<file path="src/rtl/irq_pend_pkg.sv">
package irq_pend_pkg;
  localparam int NUM_SRC = 8;
  localparam int ACK_IDX_W = 4;

  typedef struct packed {
    logic                 maskWr;
    logic                 ackWr;
    logic [ACK_IDX_W-1:0] ackIdx;
    logic [NUM_SRC-1:0]   wrByte;
  } ctlStrobe_t;
endpackage

</file>
<file path="src/rtl/irq_pend_ctrl.sv">
module irq_pend_ctrl
  import irq_pend_pkg::*;
#(
  parameter int ADDR_W = 2,
  parameter int MASK_ADDR = 0,
  parameter int ACK_ADDR = 2
) (
  input  logic              hostWrEn,
  input  logic [ADDR_W-1:0] hostAddr,
  input  logic [NUM_SRC-1:0] hostWrData,
  output ctlStrobe_t        stb
);
  always_comb begin
    stb.maskWr = hostWrEn && (hostAddr == ADDR_W'(MASK_ADDR));
    stb.ackWr  = hostWrEn && (hostAddr == ADDR_W'(ACK_ADDR));
    stb.ackIdx = hostWrData[ACK_IDX_W-1:0];
    stb.wrByte = hostWrData;
  end
endmodule

</file>
<file path="src/rtl/irq_pend_dp.sv">
module irq_pend_dp
  import irq_pend_pkg::*;
(
  input  logic               clk,
  input  logic               rstN,
  input  ctlStrobe_t         stb,
  input  logic [NUM_SRC-1:0] postVec,
  input  logic [NUM_SRC-1:0] clearVec,
  output logic [NUM_SRC-1:0] pendReg,
  output logic [NUM_SRC-1:0] enableReg,
  output logic               irqOut
);
  logic [NUM_SRC-1:0] ackHit;
  logic [NUM_SRC-1:0] pendNext;

  for (genvar i = 0; i < NUM_SRC; i++) begin : g_ack
    assign ackHit[i] = stb.ackWr && (stb.ackIdx == ACK_IDX_W'(i));
  end

  assign pendNext = (pendReg & ~clearVec & ~ackHit) | postVec;

  always_ff @(posedge clk) begin
    if (!rstN) begin
      pendReg   <= '0;
      enableReg <= '0;
    end else begin
      pendReg <= pendNext;
      if (stb.maskWr) enableReg <= ~stb.wrByte;
    end
  end

  assign irqOut = |(pendReg & enableReg);
endmodule

</file>
<file path="src/rtl/irq_pend_ctl.sv">
module irq_pend_ctl
  import irq_pend_pkg::*;
#(
  parameter int ADDR_W = 2,
  parameter int RD_W = 64
) (
  input  logic              clk,
  input  logic              rstN,
  input  logic [7:0]        postVec,
  input  logic [7:0]        clearVec,
  input  logic              hostWrEn,
  input  logic [ADDR_W-1:0] hostAddr,
  input  logic [7:0]        hostWrData,
  output logic [RD_W-1:0]   hostRdData,
  output logic              irqOut
);
  localparam int MASK_ADDR = 0;
  localparam int STAT_ADDR = 1;
  localparam int ACK_ADDR  = 2;

  ctlStrobe_t         stb;
  logic [NUM_SRC-1:0] pendReg;
  logic [NUM_SRC-1:0] enableReg;

  irq_pend_ctrl #(.ADDR_W(ADDR_W), .MASK_ADDR(MASK_ADDR), .ACK_ADDR(ACK_ADDR)) uCtrl (
    .hostWrEn(hostWrEn), .hostAddr(hostAddr), .hostWrData(hostWrData), .stb(stb)
  );

  irq_pend_dp uDp (
    .clk(clk), .rstN(rstN), .stb(stb), .postVec(postVec), .clearVec(clearVec),
    .pendReg(pendReg), .enableReg(enableReg), .irqOut(irqOut)
  );

  always_comb begin
    hostRdData = '0;
    if (hostAddr == ADDR_W'(MASK_ADDR)) hostRdData[NUM_SRC-1:0] = ~enableReg;
    else if (hostAddr == ADDR_W'(STAT_ADDR)) hostRdData[NUM_SRC-1:0] = pendReg;
  end
endmodule

</file>
<file path="config.mk">
export PLATFORM = sky130hd
export DESIGN_NAME = irq_pend_ctl
export DESIGN_NICKNAME = d
export VERILOG_FILES = /design/src/rtl/irq_pend_pkg.sv /design/src/rtl/irq_pend_ctrl.sv /design/src/rtl/irq_pend_dp.sv /design/src/rtl/irq_pend_ctl.sv
export SDC_FILE = /design/constraint.sdc
export NUM_CORES = 1
export LEC_CHECK = 0
export BUFFER_PORTS_ARGS = -buffer_cell sky130_fd_sc_hd__clkbuf_2
export CAP_MARGIN = 10
export CORE_UTILIZATION = 46
export CTS_CLUSTER_DIAMETER = 120
export DETAILED_ROUTE_END_ITERATION = 12
export HOLD_SLACK_MARGIN = 0.1
export PLACE_DENSITY = 0.86
export SLEW_MARGIN = 25
export SYNTH_ARGS = -nofsm -noshare
export SYNTH_HDL_FRONTEND = slang
export SYNTH_HIERARCHICAL = 1
export SYNTH_SLANG_ARGS = --single-unit
</file>
<file path="constraint.sdc">
create_clock -name clk -period 2.2 [get_ports clk]
set_input_delay 0.44 -clock clk [delete_from_list [all_inputs] [get_ports clk]]
set_output_delay 0.44 -clock clk [all_outputs]
set_load 0.02 [all_outputs]
</file>
==> reports/summary.log, run 1 <==
qor: clocking.tritoncts done
qor: detailed_routing.post_drt_wl_per_cell 10.12 um
qor: placed_design.hpwl 1.897 mm
qor: critical_path.crit_path_start_kind primary input
qor: logic_synthesis.ys_async_sr_fraction 0%
qor: cells_and_area.insertedDiodeCount 0
qor: detailed_routing.ant_nets 0
qor: pwr.vdd_ir_drop_max 0.2924 mV
qor: timing.postLayoutSetupSlackWorst 407.9 ps
qor: logic_synthesis.synthMostInstantiatedCell sky130_fd_sc_hd__buf_4
qor: global_route.grt_first_pass_wirelength 3.774 mm
qor: cells_and_area.post_route_cells_drive_above_1_share 32.31%
qor: clocking.cts_inserted_buffers 3
qor: clocking.post-cts-setup-buffers 0
qor: die.floorplan.die_area 0.003437 mm2
qor: detailed_routing.detailedRoute.firstIterationViolations 13
qor: timing.layout_min_cycle_time 1792 ps
qor: logic_synthesis.post_synthesis_instance_total 172
qor: logic_synthesis.synth_area 0.001475 mm2
qor: critical_path.worst_r2r_startpoint uDp/pendReg[1]
qor: logic_synthesis.synth_top_cell_area_share 35.11%
qor: timing.layout_worst_path_cycle_share 81.46%
qor: logic_synthesis.portion_of_the_post_synthesis_area_used_by_sequential_elements 21.71%
qor: cells_and_area.postLayoutCoreUtil 45.74%
qor: detailed_routing.average_vias_per_placed_instance 4.264
qor: clocking.htree_num_levels 1
qor: critical_path.critical_path_peak_fanout 18
qor: clocking.clock_sink_count 16
qor: die.floorplan.rows 20
qor: placed_design.place_ws 421.5 ps
qor: cells_and_area.flow.area_growth_from_synthesis -5.343%
qor: timing.maxClockFrequency 558.0 MHz
qor: detailed_routing.routed_wirelength 2.418 mm
qor: critical_path.critical_path_arrival 1350 ps
qor: detailed_routing.detailedRoute.firstPassIterationCount 4
qor: die.io-pin-count 94
qor: timing.final_max_slew_viol_count 0
qor: global_route.grtUsageTotal 14.85%
qor: timing.unrepaired_setup_endpoints_after_global_routing false
qor: placed_design.finalWeightedCongestion 0.7700
qor: logic_synthesis.synth_cell_types 24
qor: clocking.cts_buffer_depth 2
qor: detailed_routing.met2_wirelength 1.223 mm
qor: global_route.gr-total-overflow 0
qor: global_route.first_global_vias 857
qor: detailed_routing.m1WireLength 959 um
qor: detailed_routing.detailroute.wirelength.met3 202 um
qor: detailed_routing.drt_drc_violations_left 0
qor: critical_path.setup.worst_path.class in2out
qor: clocking.clkSlewWorstSetupHoldPaths 90 ps
qor: critical_path.reg2regPathDepth 2
qor: logic_synthesis.synthTopCellsByArea sky130_fd_sc_hd__buf_4 35%, sky130_fd_sc_hd__dfxtp_1 22%, sky130_fd_sc_hd__a211oi_2 6.8%
qor: die.die_w 58.63 um
qor: critical_path.crit_required 1760 ps
qor: placed_design.buffer_ports.inserted 37
qor: die.core-area 0.003053 mm2
qor: critical_path.timing.rr.end uDp/pendReg[1]
qor: pwr.static-leakage-power 0.6913 nW
qor: timing.total_negative_setup_slack 0 ps
qor: worst_hold_path.worstHoldStart hostWrData[5]
qor: worst_hold_path.min-delay-path-class in2reg
qor: run_status.run_status finished, final reports clean
qor: logic_synthesis.synth-seq-cells 16
qor: logic_synthesis.synthesis.area_per_instance 8.577 um2
qor: pwr.p_per_area 506.8 mW/mm2
qor: critical_path.worst_setup_path_end_kind primary output
qor: clocking.cts.hold.buffers_added 0
qor: clocking.quantity_of_gates_resized_following_cts 0
qor: logic_synthesis.synth.top_cells.by_count 69 x sky130_fd_sc_hd__buf_4, 16 x sky130_fd_sc_hd__dfxtp_1
qor: worst_hold_path.hold-path-endpoint uDp/enableReg[5]
qor: flow_run.drv.max_cap_violation_count 0
qor: logic_synthesis.synth_area_leader_cell sky130_fd_sc_hd__buf_4
qor: detailed_routing.via_total_after_detailed_routing 1019
qor: clocking.clock_latency 290 ps
qor: die.height_of_the_die 58.63 um
qor: timing.worst_clock_skew 0 ps
qor: die.initial_utilization 48.32%
qor: logic_synthesis.synth.yosys.warnings 6
qor: detailed_routing.topRoutingLayerUsed met4
qor: clocking.cts.root.buffer_cell sky130_fd_sc_hd__clkbuf_4
qor: timing.setup-violations-final 0
qor: logic_synthesis.synth-main-ff-cell sky130_fd_sc_hd__dfxtp_1
qor: critical_path.rrSetupSlack 1390 ps
qor: timing.number_of_hold_slack_violations_in_the_final_timing_report 0
qor: worst_hold_path.worst_hold_path.num_cells 2
qor: logic_synthesis.synth-edff-count 0
qor: global_route.maximum_number_of_pins_on_one_net_before_global_route_repair 19
qor: global_route.initial_antenna_violation_count 0
qor: cells_and_area.final_nets 226
sequential cells by signal (all words and copies together) (netlist names):
signal and flops:
uDp/enableReg 8, uDp/pendReg 8
per-stage QoR:
step	total power (W)	cells	hold slack, ps	instance area (um2)
6_report	0.0007076	239	331.5	1396
5_1_grt	0.0007506	239	322.7	1396
4_1_cts	0.0007122	239	324.3	1396
3_5_place_dp	0.0005560	236	502.7	1374
3_3_place_gp	0.0005529	236	505.3	1374
2_1_floorplan	0.0005969	227	480.4	1682
where the power goes:
part	internal (W)	switching [W]
Sequential	0.000307	0.0000139
Clock	0.0000638	0.0000927
Combinational	0.0000647	0.000166
Total	0.000435	0.000272
cell usage in the layout (no fill, tap or decap), types with 2 or more instances in the layout:
cell type | synthesis | layout
sky130_fd_sc_hd__clkbuf_2 | 0 | 37
sky130_fd_sc_hd__clkbuf_4 | 0 | 3
sky130_fd_sc_hd__a221oi_1 | 2 | 2
sky130_fd_sc_hd__and3b_1 | 3 | 3
sky130_fd_sc_hd__nor3b_1 | 2 | 2
sky130_fd_sc_hd__nor2_1 | 8 | 8
sky130_fd_sc_hd__nor3_1 | 2 | 2
sky130_fd_sc_hd__a221oi_2 | 6 | 6
sky130_fd_sc_hd__or2_1 | 7 | 7
sky130_fd_sc_hd__conb_1 | 1 | 56
sky130_fd_sc_hd__a22oi_1 | 4 | 4
sky130_fd_sc_hd__inv_1 | 8 | 8
sky130_fd_sc_hd__a211oi_2 | 8 | 8
sky130_fd_sc_hd__nand2b_1 | 8 | 8
sky130_fd_sc_hd__dfxtp_1 | 16 | 16
sky130_fd_sc_hd__a21oi_1 | 7 | 7
sky130_fd_sc_hd__nand2_1 | 8 | 8
sky130_fd_sc_hd__nor3b_2 | 4 | 4
metal layers:
layer / track usage [%] / vias up
li1: - / 497
met4: 8.163 / 0
met1: 16.87 / 456
met5: 0 / -
met3: 3.297 / 4
met2: 25.78 / 62
final cells by class:
cell class / count / area, um2
inverter: 9 / 33.78
multi-input combinational: 129 / 772.0
tap: 44 / 55.05
fill: 336 / 1657
sequential: 16 / 320.3
timing repair buffer: 38 / 192.7
clock buffer: 3 / 22.52
kinds of logic (layout without fill, tap and decap cells):
family | Yosys count | count (layout) | synth area share [%]
other cells | 1 | 56 | 0.2542
simple gates | 45 | 45 | 19.00
flops | 16 | 16 | 21.71
buf+inv | 82 | 50 | 39.95
compound gates | 28 | 28 | 19.08
worst max-delay path, cell delays in order:
cell and delay [ps]:
sky130_fd_sc_hd__clkbuf_2 210, sky130_fd_sc_hd__or2_2 340, sky130_fd_sc_hd__a21oi_1 170, sky130_fd_sc_hd__clkbuf_2 190
worst max-delay path by stage:
stage,from,endpoint,cells after the start
3_3_place_gp,hostAddr[0],hostRdData[7],4
2_1_floorplan,hostAddr[0],hostRdData[3],3
6_report,hostAddr[0],hostRdData[7],4
3_5_place_dp,hostAddr[0],hostRdData[7],4
5_1_grt,hostAddr[0],hostRdData[7],4
4_1_cts,hostAddr[0],hostRdData[7],4
No activity file was read; power rests on OpenSTA's default activity.
==> inputs of run 2 (changes only) <==
ABC_AREA = 1   (was unset)
CORE_UTILIZATION = 38   (was 46)
PLACE_DENSITY = 0.77   (was 0.86)
clock period = 1.5 ns   (was 2.2 ns; I/O delays follow)
==> run 2 against run 1 <==
Area after synthesis down 4.7%. Combinational power increased by 38%. Critical path depth grew 1. Routed wire length fell by 0.17%. Count of clock-buffer cells in the layout did not move. Final cell count is 20% higher. First-iteration DRC count up 46%. Critical path type is now reg2out. Highest routed layer unchanged.
==> reports/summary.log, run 2 <==
qor: logic_synthesis.synthesis.area_per_instance 6.597 um2 [-23%]
qor: logic_synthesis.ys_async_sr_fraction 0% [unchanged]
qor: logic_synthesis.synth_area 0.001405 mm2 [-4.7%]
qor: pwr.vdd_ir_drop_max 0.3625 mV [+24%]
qor: logic_synthesis.synth.top_cells.by_count 69 x sky130_fd_sc_hd__buf_4, 41 x sky130_fd_sc_hd__nand2_1, 28 x sky130_fd_sc_hd__inv_1, 16 x sky130_fd_sc_hd__dfxtp_1
qor: die.floorplan.die_area 0.003945 mm2 [+15%]
qor: logic_synthesis.synth_top_cell_area_share 36.87% [+1.8 points]
qor: detailed_routing.m1WireLength 1.076 mm [+12%]
qor: die.core-area 0.003442 mm2 [+13%]
qor: cells_and_area.multi_input_comb_area 649.4 um2 [-16%]
qor: placed_design.placedInstanceArea 0.001340 mm2 [-2.5%]
qor: logic_synthesis.synth_area_leader_cell sky130_fd_sc_hd__buf_4
qor: placed_design.hpwl 2.047 mm [+7.9%]
qor: clocking.clock_sink_count 16 [unchanged]
qor: cells_and_area.post_route_cells_drive_above_1_share 20.42% [-12 points]
qor: clocking.cts_inserted_buffers 3 [unchanged]
qor: critical_path.worst_setup_path_end_kind primary output
qor: cells_and_area.flow.area_growth_from_synthesis -1.692%
qor: logic_synthesis.synthMostInstantiatedCell sky130_fd_sc_hd__buf_4
qor: critical_path.critPathCapture irqOut
qor: die.die_w 62.81 um [+7.1%]
qor: critical_path.worst_r2r_startpoint uDp/pendReg[7]
qor: detailed_routing.drt_drc_violations_left 0 [unchanged]
qor: clocking.quantity_of_gates_resized_following_cts 0 [unchanged]
qor: placed_design.finalWeightedCongestion 0.9131 [+19%]
qor: critical_path.cp-startpoint uDp/pendReg[7]
qor: logic_synthesis.synth_cell_types 16 [-33%]
qor: global_route.grtUsageTotal 12.46% [-2.4 points]
qor: timing.total_negative_setup_slack 0 ps [unchanged]
qor: die.floorplan.rows 21 [+5.0%]
qor: critical_path.crit_required 1200 ps [-560 ps]
qor: cells_and_area.fill_cell_count 384 [+14%]
qor: clocking.htree_num_levels 1 [unchanged]
qor: die.initial_utilization 40.82% [-7.5 points]
qor: logic_synthesis.synthTopCellsByArea sky130_fd_sc_hd__buf_4 37%, sky130_fd_sc_hd__dfxtp_1 23%, sky130_fd_sc_hd__nand2_1 11%
qor: cells_and_area.final_common_cell sky130_fd_sc_hd__conb_1
qor: timing.number_of_hold_slack_violations_in_the_final_timing_report 0 [unchanged]
qor: detailed_routing.via_total_after_detailed_routing 1104 [+8.3%]
qor: global_route.maximum_number_of_pins_on_one_net_before_global_route_repair 17 [-2]
qor: critical_path.critical_path_arrival 1090 ps [-260 ps]
qor: timing.layout_worst_path_cycle_share 92.59%
qor: detailed_routing.met2_wirelength 1.131 mm [-7.5%]
qor: critical_path.setup.worst_path.class reg2out
qor: critical_path.crit_path_start_kind register
qor: placed_design.dpl.cell_count 283 [+20%]
qor: timing.layout_min_cycle_time 1389 ps
qor: worst_hold_path.min-delay-path-class in2reg
qor: timing.final_max_slew_viol_count 0 [unchanged]
qor: timing.postLayoutSetupSlackWorst 111.1 ps [-296.8 ps]
qor: detailed_routing.average_vias_per_placed_instance 3.860 [-9.5%]
qor: critical_path.timing.rr.end uDp/pendReg[7]
qor: logic_synthesis.synth-main-ff-cell sky130_fd_sc_hd__dfxtp_1
qor: clocking.tritoncts done
qor: die.io-pin-count 94 [unchanged]
qor: pwr.p_per_area 810.7 mW/mm2 [+60%]
qor: cells_and_area.seq_area 320.3 um2 [unchanged]
qor: cells_and_area.final_nets 271 [+20%]
qor: cells_and_area.final_design_area_no_fill 0.001381 mm2 [-1.1%]
qor: clocking.clock_latency 250 ps [-40 ps]
qor: cells_and_area.top_library_cells_by_usage_in_the_layout_fill_and_taps_aside 56 x sky130_fd_sc_hd__conb_1, 41 x sky130_fd_sc_hd__nand2_1, 37 x sky130_fd_sc_hd__clkbuf_2, 28 x sky130_fd_sc_hd__inv_1, 16 x sky130_fd_sc_hd__dfxtp_1
qor: cells_and_area.final_cells 286 [+20%]
qor: flow_run.drv.max_cap_violation_count 0 [unchanged]
qor: cells_and_area.largestRegisters uDp/enableReg (8), uDp/pendReg (8)
qor: critical_path.reg2regPathDepth 4 [+2]
qor: timing.worst_clock_skew 0 ps [unchanged]
qor: logic_synthesis.post_synthesis_instance_total 213 [+24%]
qor: clocking.cts_buffer_depth 2 [unchanged]
qor: placed_design.place_ws 217.4 ps [-204.2 ps]
qor: detailed_routing.routed_wirelength 2.414 mm [-0.17%]
qor: clocking.cts.root.buffer_cell sky130_fd_sc_hd__clkbuf_8
qor: global_route.gr-total-overflow 0 [unchanged]
qor: placed_design.buffer_ports.inserted 37 [unchanged]
qor: pwr.static-leakage-power 0.8014 nW [+16%]
qor: cells_and_area.insertedDiodeCount 0 [unchanged]
qor: global_route.grt_first_pass_wirelength 3.857 mm [+2.2%]
qor: timing.worst_slack_on_hold_paths 219.8 ps [-111.7 ps]
qor: detailed_routing.topRoutingLayerUsed met4
qor: timing.unrepaired_setup_endpoints_after_global_routing false
qor: logic_synthesis.synth-edff-count 0 [unchanged]
qor: detailed_routing.detailroute.wirelength.met3 161 um [-20%]
qor: timing.maxClockFrequency 720.0 MHz
qor: logic_synthesis.synth.yosys.warnings 6 [unchanged]
qor: run_status.run_status finished, final reports clean
qor: die.height_of_the_die 62.81 um [+7.1%]
qor: critical_path.critical_path_peak_fanout 3 [-15]
qor: detailed_routing.detailedRoute.firstPassIterationCount 4 [unchanged]
qor: global_route.first_global_vias 926 [+8.1%]
qor: global_route.initial_antenna_violation_count 0 [unchanged]
qor: logic_synthesis.synth-seq-cells 16 [unchanged]
qor: detailed_routing.post_drt_wl_per_cell 8.441 um [-17%]
qor: logic_synthesis.portion_of_the_post_synthesis_area_used_by_sequential_elements 22.80% [+1.1 points]
qor: clocking.cts.hold.buffers_added 0 [unchanged]
qor: timing.setup-violations-final 0 [unchanged]
qor: critical_path.rrSetupSlack 760 ps [-630 ps]
qor: detailed_routing.ant_nets 0 [unchanged]
qor: clocking.clkSlewWorstSetupHoldPaths 60 ps [-30 ps]
qor: clocking.post-cts-setup-buffers 0 [unchanged]
qor: detailed_routing.detailedRoute.firstIterationViolations 19 [+6]
[run 2: cell count changes in the layout (fill, tap and decap cells not counted), moves of 7 or more]
cell and change:
sky130_fd_sc_hd__or2_1 -7, sky130_fd_sc_hd__nor2_1 +7, sky130_fd_sc_hd__nand2b_1 -8, sky130_fd_sc_hd__nand3_1 +13
sky130_fd_sc_hd__inv_1 +20, sky130_fd_sc_hd__a211oi_2 -8, sky130_fd_sc_hd__nand2_1 +33, sky130_fd_sc_hd__a21oi_1 +8
[run 2: cell type report]
cell class	instances	area share, %
inverter	30	8.152
sequential	16	23.19
tap	46	4.167
multi-input combinational	152	47.01
timing repair buffer	39	14.49
clock buffer	3	2.989
[run 2: worst min-delay path by stage]
| stage | from | to | depth (start not counted) |
|---|---|---|---|
| after floorplan | rstN | uDp/enableReg[7] | 2 |
| after global placement | hostWrData[4] | uDp/enableReg[4] | 2 |
| after detailed placement | hostWrData[6] | uDp/enableReg[6] | 2 |
| after CTS | hostWrData[6] | uDp/enableReg[6] | 2 |
| after global routing | hostWrData[4] | uDp/enableReg[4] | 2 |
| final | hostWrData[4] | uDp/enableReg[4] | 2 |
[run 2: cell families after synthesis]
| kind of cell | after synthesis | synth area share (%) |
|---|---|---|
| AOI/OAI and AO/OA | 24 | 9.350 |
| buffers and inverters | 100 | 45.68 |
| DFF | 16 | 22.80 |
| other | 1 | 0.2669 |
| and+or+nand+nor | 72 | 21.91 |
[run 2: metal layers]
| metal | GRT usage (%) | vias up |
|---|---|---|
| li1 | - | 579 |
| met1 | 15.62 | 453 |
| met2 | 20.11 | 67 |
| met3 | 2.555 | 5 |
| met4 | 6.105 | 0 |
| met5 | 0 | - |
[run 2: power breakdown]
group / total [W] / internal [W] / switching (W)
Combinational: 0.000318 / 0.0000777 / 0.000240
Sequential: 0.000471 / 0.000451 / 0.0000201
Clock: 0.000331 / 0.000178 / 0.000153
[run 2: metrics by stage]
step	total power (W)	util, %
CTS	0.001128	40.13
detailed placement	0.0007984	38.93
finish	0.001120	40.13
global route	0.001180	40.13
global placement	0.0007957	38.93
floorplan	0.0008475	-
[run 2: critical path, stage by stage (launching register included)]
cell                       delay (ps)
sky130_fd_sc_hd__dfxtp_1          330
sky130_fd_sc_hd__nand2_1           70
sky130_fd_sc_hd__nand3_1           80
sky130_fd_sc_hd__nor2_1           110
sky130_fd_sc_hd__nand4_1           80
sky130_fd_sc_hd__clkbuf_2         170
